## src/rtl/abs_pos_pkg.sv

```systemverilog
package abs_pos_pkg;
  localparam int MT_MAX  = 24;
  localparam int ST_MAX  = 24;
  localparam int WORD_W  = MT_MAX + ST_MAX;
  localparam int CNT_W   = $clog2(WORD_W + 1);
  localparam int CODE_W  = 5;
  localparam int LEN_W   = 5;
  localparam int CRC_W   = 6;
  localparam logic [CRC_W-1:0] CRC_POLY = 6'b000011;

  typedef enum logic [2:0] {
    S_IDLE, S_ACK, S_START, S_SKIP, S_DATA, S_EW, S_CRC, S_HOLD
  } rd_state_t;
endpackage

```

## src/rtl/abs_len_decode.sv

```systemverilog
module abs_len_decode
  import abs_pos_pkg::*;
(
  input  logic [CODE_W-1:0] code_i,
  output logic [LEN_W-1:0]  mt_len_o,
  output logic [LEN_W-1:0]  st_len_o
);
  always_comb begin
    if (code_i <= CODE_W'(ST_MAX)) begin
      mt_len_o = '0;
      st_len_o = LEN_W'(code_i);
    end else begin
      st_len_o = LEN_W'(ST_MAX);
      case (code_i)
        5'd25:   mt_len_o = LEN_W'(8);
        5'd26:   mt_len_o = LEN_W'(12);
        5'd27:   mt_len_o = LEN_W'(16);
        default: mt_len_o = LEN_W'(MT_MAX);
      endcase
    end
  end
endmodule

```

## src/rtl/abs_bit_clock.sv

```systemverilog
module abs_bit_clock #(
  parameter int CLK_DIV = 4
) (
  input  logic clk,
  input  logic rst_n,
  input  logic run_i,
  output logic ma_o,
  output logic rise_o
);
  localparam int DW = (CLK_DIV > 1) ? $clog2(CLK_DIV) : 1;

  logic [DW-1:0] cnt_q, cnt_d;
  logic          ma_q, ma_d;
  logic          wrap;

  assign wrap   = (cnt_q == DW'(CLK_DIV - 1));
  assign rise_o = run_i && wrap && !ma_q;
  assign ma_o   = ma_q;

  always_comb begin
    cnt_d = cnt_q;
    ma_d  = ma_q;
    if (!run_i) begin
      cnt_d = '0;
      ma_d  = 1'b1;
    end else if (wrap) begin
      cnt_d = '0;
      ma_d  = !ma_q;
    end else begin
      cnt_d = cnt_q + DW'(1);
    end
  end

  always_ff @(posedge clk or negedge rst_n) begin
    if (!rst_n) begin
      cnt_q <= '0;
      ma_q  <= 1'b1;
    end else begin
      cnt_q <= cnt_d;
      ma_q  <= ma_d;
    end
  end
endmodule

```

## src/rtl/abs_crc6.sv

```systemverilog
module abs_crc6
  import abs_pos_pkg::*;
(
  input  logic             clk,
  input  logic             rst_n,
  input  logic             clr_i,
  input  logic             en_i,
  input  logic             din_i,
  output logic [CRC_W-1:0] crc_o
);
  logic [CRC_W-1:0] crc_q, crc_d;
  logic             fb;

  assign fb    = din_i ^ crc_q[CRC_W-1];
  assign crc_o = crc_q;

  always_comb begin
    crc_d = crc_q;
    if (clr_i)
      crc_d = '0;
    else if (en_i)
      crc_d = {crc_q[CRC_W-2:0], 1'b0} ^ ({CRC_W{fb}} & CRC_POLY);
  end

  always_ff @(posedge clk or negedge rst_n) begin
    if (!rst_n) crc_q <= '0;
    else        crc_q <= crc_d;
  end
endmodule

```

## src/rtl/abs_pos_reader.sv

```systemverilog
module abs_pos_reader
  import abs_pos_pkg::*;
#(
  parameter int CLK_DIV         = 4,
  parameter int TIMEOUT_PERIODS = 32,
  parameter int MONO_CYCLES     = 40
) (
  input  logic              clk,
  input  logic              rst_n,
  input  logic              start_i,
  input  logic              proto_ssi_i,
  input  logic [CODE_W-1:0] len_code_i,
  input  logic              bypass_i,
  input  logic              ext_ma_i,
  input  logic              own_sl_i,
  input  logic              slv_data_i,
  output logic              ma_o,
  output logic              chain_sl_o,
  output logic              busy_o,
  output logic              done_o,
  output logic              err_o,
  output logic [MT_MAX-1:0] mt_o,
  output logic [ST_MAX-1:0] st_o
);
  localparam int TO_W = $clog2(TIMEOUT_PERIODS) + 1;
  localparam int MO_W = $clog2(MONO_CYCLES) + 1;

  // reset: asserted asynchronously, released through two flops
  logic [1:0] rst_sync_q;
  logic       rst_int_n;
  always_ff @(posedge clk or negedge rst_n) begin
    if (!rst_n) rst_sync_q <= 2'b00;
    else        rst_sync_q <= {rst_sync_q[0], 1'b1};
  end
  assign rst_int_n = rst_sync_q[1];

  rd_state_t         state_q, state_d;
  logic              ssi_q, ssi_d;
  logic [LEN_W-1:0]  st_len_q, st_len_d;
  logic [CNT_W-1:0]  nbits_q, nbits_d;
  logic [CNT_W-1:0]  bcnt_q, bcnt_d;
  logic [TO_W-1:0]   tocnt_q, tocnt_d;
  logic [MO_W-1:0]   mono_q, mono_d;
  logic [WORD_W-1:0] sr_q, sr_d;
  logic [CRC_W-2:0]  rxcrc_q, rxcrc_d;
  logic              errp_q, errp_d;
  logic              done_q, done_d;
  logic              err_q, err_d;
  logic [MT_MAX-1:0] mt_q, mt_d;
  logic [ST_MAX-1:0] st_q, st_d;

  logic [LEN_W-1:0]  dec_mt, dec_st;
  logic              run, rise, int_ma;
  logic              crc_clr, crc_en;
  logic [CRC_W-1:0]  crc_val;
  logic [CRC_W-1:0]  rx_full;
  logic [ST_MAX-1:0] st_mask;
  logic [MT_MAX-1:0] mt_val;
  logic [ST_MAX-1:0] st_val;
  logic              to_hit;

  abs_len_decode u_dec (
    .code_i   (len_code_i),
    .mt_len_o (dec_mt),
    .st_len_o (dec_st)
  );

  abs_bit_clock #(.CLK_DIV(CLK_DIV)) u_bclk (
    .clk    (clk),
    .rst_n  (rst_int_n),
    .run_i  (run),
    .ma_o   (int_ma),
    .rise_o (rise)
  );

  abs_crc6 u_crc (
    .clk   (clk),
    .rst_n (rst_int_n),
    .clr_i (crc_clr),
    .en_i  (crc_en),
    .din_i (slv_data_i),
    .crc_o (crc_val)
  );

  assign run     = (state_q != S_IDLE) && (state_q != S_HOLD);
  assign to_hit  = (tocnt_q == TO_W'(TIMEOUT_PERIODS - 1));
  assign rx_full = {rxcrc_q, slv_data_i};
  assign st_mask = ST_MAX'((25'd1 << st_len_q) - 25'd1);
  assign st_val  = sr_q[ST_MAX-1:0] & st_mask;
  assign mt_val  = MT_MAX'(sr_q >> st_len_q);

  always_comb begin
    state_d  = state_q;
    ssi_d    = ssi_q;
    st_len_d = st_len_q;
    nbits_d  = nbits_q;
    bcnt_d   = bcnt_q;
    tocnt_d  = tocnt_q;
    mono_d   = mono_q;
    sr_d     = sr_q;
    rxcrc_d  = rxcrc_q;
    errp_d   = errp_q;
    err_d    = err_q;
    mt_d     = mt_q;
    st_d     = st_q;
    done_d   = 1'b0;
    crc_clr  = 1'b0;
    crc_en   = 1'b0;

    case (state_q)
      S_IDLE: begin
        if (start_i && !bypass_i) begin
          ssi_d    = proto_ssi_i;
          st_len_d = dec_st;
          nbits_d  = CNT_W'(dec_mt) + CNT_W'(dec_st);
          bcnt_d   = '0;
          tocnt_d  = '0;
          mono_d   = '0;
          sr_d     = '0;
          errp_d   = 1'b0;
          crc_clr  = 1'b1;
          if (!proto_ssi_i)
            state_d = S_ACK;
          else if ((CNT_W'(dec_mt) + CNT_W'(dec_st)) == '0)
            state_d = S_HOLD;
          else
            state_d = S_DATA;
        end
      end
      S_ACK, S_START: begin
        if (rise) begin
          if (slv_data_i == (state_q == S_START)) begin
            tocnt_d = '0;
            bcnt_d  = '0;
            state_d = (state_q == S_ACK) ? S_START : S_SKIP;
          end else if (to_hit) begin
            errp_d  = 1'b1;
            mono_d  = '0;
            state_d = S_HOLD;
          end else begin
            tocnt_d = tocnt_q + TO_W'(1);
          end
        end
      end
      S_SKIP: begin
        if (rise) begin
          if (bcnt_q == CNT_W'(1)) begin
            bcnt_d  = '0;
            state_d = (nbits_q == '0) ? S_EW : S_DATA;
          end else begin
            bcnt_d = bcnt_q + CNT_W'(1);
          end
        end
      end
      S_DATA: begin
        if (rise) begin
          sr_d   = {sr_q[WORD_W-2:0], slv_data_i};
          crc_en = !ssi_q;
          if (bcnt_q == nbits_q - CNT_W'(1)) begin
            bcnt_d  = '0;
            mono_d  = '0;
            state_d = ssi_q ? S_HOLD : S_EW;
          end else begin
            bcnt_d = bcnt_q + CNT_W'(1);
          end
        end
      end
      S_EW: begin
        if (rise) begin
          crc_en = 1'b1;
          if (bcnt_q == CNT_W'(1)) begin
            bcnt_d  = '0;
            state_d = S_CRC;
          end else begin
            bcnt_d = bcnt_q + CNT_W'(1);
          end
        end
      end
      S_CRC: begin
        if (rise) begin
          rxcrc_d = rx_full[CRC_W-2:0];
          if (bcnt_q == CNT_W'(CRC_W - 1)) begin
            bcnt_d  = '0;
            mono_d  = '0;
            state_d = S_HOLD;
            if (rx_full != ~crc_val) errp_d = 1'b1;
          end else begin
            bcnt_d = bcnt_q + CNT_W'(1);
          end
        end
      end
      S_HOLD: begin
        if (mono_q == MO_W'(MONO_CYCLES - 1)) begin
          state_d = S_IDLE;
          done_d  = 1'b1;
          err_d   = errp_q;
          if (!errp_q) begin
            mt_d = mt_val;
            st_d = st_val;
          end
        end else begin
          mono_d = mono_q + MO_W'(1);
        end
      end
      default: state_d = S_IDLE;
    endcase
  end

  always_ff @(posedge clk or negedge rst_int_n) begin
    if (!rst_int_n) begin
      state_q  <= S_IDLE;
      ssi_q    <= 1'b0;
      st_len_q <= '0;
      nbits_q  <= '0;
      bcnt_q   <= '0;
      tocnt_q  <= '0;
      mono_q   <= '0;
      sr_q     <= '0;
      rxcrc_q  <= '0;
      errp_q   <= 1'b0;
      done_q   <= 1'b0;
      err_q    <= 1'b0;
      mt_q     <= '0;
      st_q     <= '0;
    end else begin
      state_q  <= state_d;
      ssi_q    <= ssi_d;
      st_len_q <= st_len_d;
      nbits_q  <= nbits_d;
      bcnt_q   <= bcnt_d;
      tocnt_q  <= tocnt_d;
      mono_q   <= mono_d;
      sr_q     <= sr_d;
      rxcrc_q  <= rxcrc_d;
      errp_q   <= errp_d;
      done_q   <= done_d;
      err_q    <= err_d;
      mt_q     <= mt_d;
      st_q     <= st_d;
    end
  end

  assign ma_o       = bypass_i ? ext_ma_i : int_ma;
  assign chain_sl_o = bypass_i ? slv_data_i : own_sl_i;
  assign busy_o     = (state_q != S_IDLE);
  assign done_o     = done_q;
  assign err_o      = err_q;
  assign mt_o       = mt_q;
  assign st_o       = st_q;
endmodule

```

## config.mk

```make
export PLATFORM = sky130hd
export DESIGN_NAME = abs_pos_reader
export DESIGN_NICKNAME = d
export VERILOG_FILES = /design/src/rtl/abs_pos_pkg.sv /design/src/rtl/abs_len_decode.sv /design/src/rtl/abs_bit_clock.sv /design/src/rtl/abs_crc6.sv /design/src/rtl/abs_pos_reader.sv
export SDC_FILE = /design/constraint.sdc
export NUM_CORES = 1
export LEC_CHECK = 0
export CAP_MARGIN = 20
export CORE_MARGIN = 2
export CORE_UTILIZATION = 50
export CTS_CLUSTER_SIZE = 24
export DETAILED_ROUTE_END_ITERATION = 16
export PLACE_DENSITY = 0.69
export SLEW_MARGIN = 20
export SYNTH_ARGS = -nofsm -noshare
export SYNTH_HDL_FRONTEND = slang
export SYNTH_SLANG_ARGS = --single-unit
```

## constraint.sdc

```tcl
create_clock -name clk -period 5.7 [get_ports clk]
set_clock_uncertainty 0.1 [all_clocks]
set_input_delay 1.71 -clock clk [delete_from_list [all_inputs] [get_ports clk]]
set_output_delay 1.71 -clock clk [all_outputs]
set_load 0.005 [all_outputs]
```

# After elaboration in Yosys (flattened, before gate mapping)
# Cells that the tools add are included.
# totals
inputBits	13
register_bits	149
word_cells	173
output_inout_bits	53
# op_classes
reduce_logical	29
order_cmp	1
addsub	7
eq_ne	39
n_shift	2
bitwise_logic	5
muxes	72
# op_table
op	count
$mux 48	2
$pmux 48 s2	1
$mux 6	14
$mux 7	9
$shr 48x5->24	1
$mux 3	14
$pmux 7 s5	1
$ne 2x2->1 const B	17
$pmux 6 s5	1
$and 24x24->24	1
$shl 1x5->24 const A	1
$sub 24x1->24 const B	1
$pmux 3 s7	1
$mux 1	19
$eq 5x5->1 const B	3
$pmux 5 s3	1
$add 6x1->6 const B	2
$eq 3x3->1 const B	4
$logic_not 6->1	2
$pmux 6 s2	1
$reduce_and 12->1	1
$mux 5	2
$reduce_and 10->1	1
$reduce_bool 5->1	2
35 further kinds	53

# Logic depth before layout (Yosys ltp)
# depth
ltp_word	9
depth_mapped	15
depth_no_buf	9

# Cells and area by module
# From an unflattened synthesis, not the netlist that was laid out.
# hier_totals
hier_cells	1031
hier_area_um2	9660.5
# by_module_without_submodules
mod	area_per_inst_um2	seq_area_each_um2	cells_each	instances
abs_pos_reader	9176.3	3503.4	984	1
abs_crc6	269.0	150.1	23	1
abs_bit_clock	125.1	76.3	9	1
abs_len_decode	90.1	0.0	15	1

# Least setup slack after synthesis
# OpenSTA, ideal clock, no wires.
# synth_path
kind	input to output
start	input slv_data_i
end	output chain_sl_o
stages	2
arrival_ns	2.196
path_slack_ns	1.694
path_cell_list	clkbuf_1 > mux2_2
# synth_between
elab_chain_len	1
# synth_rtl
element	line	text
start, declared	abs_pos_reader.sv:16	input logic slv_data_i,
$mux 1	abs_pos_reader.sv:244	assign chain_sl_o = bypass_i ? slv_data_i : own_sl_i;
end, declared	abs_pos_reader.sv:18	output logic chain_sl_o,
# No other way between the ends.

# Worst setup path after layout
# Ends and elaborated chain as after synthesis.

==> metrics <==
Max transition margin 38.5%; reg2reg path depth 6; Worst Hold Path Cells 0; Ant. Diodes 0; Max IR drop VDD 200 uV; R2R Setup Slk 2.43 ns; RSZ-0062 raised after global routing no; CP max FO 11; register bit total from synthesis around 150; GRT Total Usage 23.9%; worst-case clock buffer depth 2; DR vias 7795; CP Capture Type primary output; syn nets 1072; setup repair bufs after CTS 0; Detailed Routing Iterations Pass 1 5; io pins 66; r2r startpoint state_q[1]$_DFFE_PN0P_; antenna-violating nets left 0; fin nets 1086; CORE AREA between 0.015 and 0.02 mm2; CTS Hold Buffers Added 0; placed inst area 0.0102 mm2; clk_lat worst skew 0.43 ns; most used routing layer met1; first-pass GRT wire length 38400 um; number of buffers added on ports 65; largest net degree at the start of global routing 75; Reg clk slew, reported paths 0.06 ns; post-synthesis sequential area ratio 38.9%; Site Rows 50; initial antenna violation count 0; dpl hpwl approximately 16000 um; hold path startpoint rst_sync_q[0]$_DFF_PN0_; area grow syn2layout 14.1%; grt total ovfl 0; # clock sinks about 150; global-route met2 utilization 35.6%; Die Y 142 um; max-cap violations 0; status complete, no violations; post_cts resized 0; DIE WIDTH about 140 um; DIE AREA between 0.02 and 0.025 mm2; Post-Synthesis Cells 1046; top cells by count, synth nand2_1, dfrtp_1, o21ai_0, nand3_1, nor2_1; post-DR vias/cell 5.96; Hold WC Path Type reg2reg; CP Class in2out; H-tree levels 4; via count of the first global-routing pass 7147; Synth area leader dfrtp_1; post-route insts no fill 1307; synth top area cells dfrtp_1, mux4_2, nand2_1; GPL Wtd Cong 0.899; CP Data Arrival Time 3.18 ns; Inst Count DP 1275; RR Endpoint mt_o[14]$_DFFE_PN0P_; Final Max Slew Viols 0; Required @ worst endpoint 3.89 ns; crit path time final 4.99 ns; root buf cell clkbuf_16; WL final approximately 23000 um; TNS Setup 0 ns; share of cells above drive strength 1 14.2%; post-route cell area roughly 0.011 mm2; WL/cell 17.4 um; Post-Synthesis Cell Area roughly 0.0095 mm2; Startpoint Class primary input; initial core utilization 50.7%; leak pwr 0.00460 uW; syn avg cell area 9.04 um2; GR Util met3 4.69%; crit share post-route 87.5%; fmax 200 MHz; Post-synth ARST share 100%; DRC 0; count leader, synth nand2_1; PD cells approximately 220 mW/mm2; EDFF count, synth 0; YS warnings 0; WHS 0.249 ns; Unique masters post-synth 60; # setup viols final 0; Synth Flop Type dfrtp_1; Slew @ Worst Pin between 0.9 and 1 ns; share of the synthesized area in the top cell type between 30% and 40%; total CTS buffers 17; Initial DRC Count 894; Worst Hold Endpoint rst_sync_q[1]$_DFF_PN0_; GR Util met1 35.9%; Hold Vio Cnt, Final 0; CTS tree yes
## routing by layer
| layer | routed length (um) | up-vias |
|---|---|---|
| li1 | - | 3731 |
| met1 | 10800 | 3773 |
| met2 | 10400 | 259 |
| met3 | 1300 | 32 |
| met5 | 0 | - |
| met4 | 316 | 0 |
## state kept, by name, summed over array words and instances (netlist names), 2 cells and up
register and flops:
state_q 3, nbits_q 4, u_bclk.cnt_q 2, bcnt_q 6, sr_q 48, rxcrc_q 5
u_crc.crc_o 6, mt_o 24, mono_q 7, st_o 24, st_len_q 5, tocnt_q 6
rst_sync_q 2
## layout make-up
class	count	area, um2
flip-flops and latches	147	3690
inverters	25	93.8
fillers	1624	7850
well taps	234	293
multi-input cells	792	5360
repair buffers	77	741
clock inverters	10	156
clock buffers	22	464
## power breakdown
part           internal, uW  switching [uW]  leakage [uW]  total (uW)
clock network           753             436      0.000304        1190
logic                  29.7            36.5       0.00237        66.1
registers              1050            20.4       0.00193        1080
total                  1840             493       0.00460        2330
## worst max-delay path, cell delays in order
cell and delay, ns:
clkdlybuf4s50_1 0.73, mux2_2 0.24, clkdlybuf4s50_1 0.49
## logic make-up after synthesis
group,share of synthesized area [%]
fa+ha+maj,1.72
xor+xnor,2.50
other cells,0.0396
compound gates,11.9
mux,20.2
buf+inv,4.59
flops,38.9
simple gates,20.1
## how the worst max path moves through the flow
stage | slack, ns | to | startpoint | depth (start not counted)
2_1_floorplan | 1.20 | bcnt_q[0]$_DFFE_PN0P_ | rst_sync_q[1]$_DFF_PN0_ | 0
3_3_place_gp | 0.73 | chain_sl_o | slv_data_i | 3
3_5_place_dp | 0.70 | chain_sl_o | slv_data_i | 3
4_1_cts | 0.71 | chain_sl_o | slv_data_i | 3
5_1_grt | 0.64 | chain_sl_o | slv_data_i | 3
6_report | 0.71 | chain_sl_o | slv_data_i | 3
## cell usage in the layout (no fill, tap or decap), types with 3 or more instances in the layout
cell type | Yosys | layout
nor2b_1 | 3 | 3
nand3_1 | 75 | 75
nand2b_1 | 7 | 7
and3_1 | 8 | 8
o2111ai_1 | 3 | 3
ha_1 | 13 | 13
a22o_1 | 3 | 3
mux4_2 | 46 | 46
or2_2 | 5 | 5
a22oi_1 | 3 | 3
o21a_1 | 4 | 4
a21o_1 | 5 | 5
a21oi_1 | 50 | 50
nand2_1 | 227 | 227
dfrtp_1 | 146 | 142
xor2_1 | 12 | 12
o21ai_0 | 81 | 81
bufinv_16 | 0 | 4
nor3_1 | 20 | 18
nand3b_1 | 3 | 3
o211ai_1 | 7 | 7
a31oi_1 | 9 | 9
mux2_2 | 48 | 48
a211oi_1 | 3 | 3
nor2_1 | 59 | 59
clkbuf_1 | 54 | 3
xnor2_1 | 15 | 15
dfrtp_2 | 0 | 3
or3_1 | 3 | 3
buf_4 | 0 | 12
clkdlybuf4s50_1 | 0 | 65
inv_1 | 24 | 24
or4_1 | 4 | 4
a311oi_1 | 4 | 4
clkinv_2 | 0 | 4
clkbuf_16 | 0 | 17
and2_1 | 6 | 6
mux2i_1 | 33 | 33
## stage by stage
step	power, uW	setup slack, ns	util [%]
after floorplan	1130	1.20	-
after global placement	1160	0.729	54.6
after detailed placement	1160	0.704	54.6
after CTS	2350	0.705	57.9
after global routing	2410	0.640	57.9
final	2330	0.712	57.9
(Power assumes the default switching activity.)
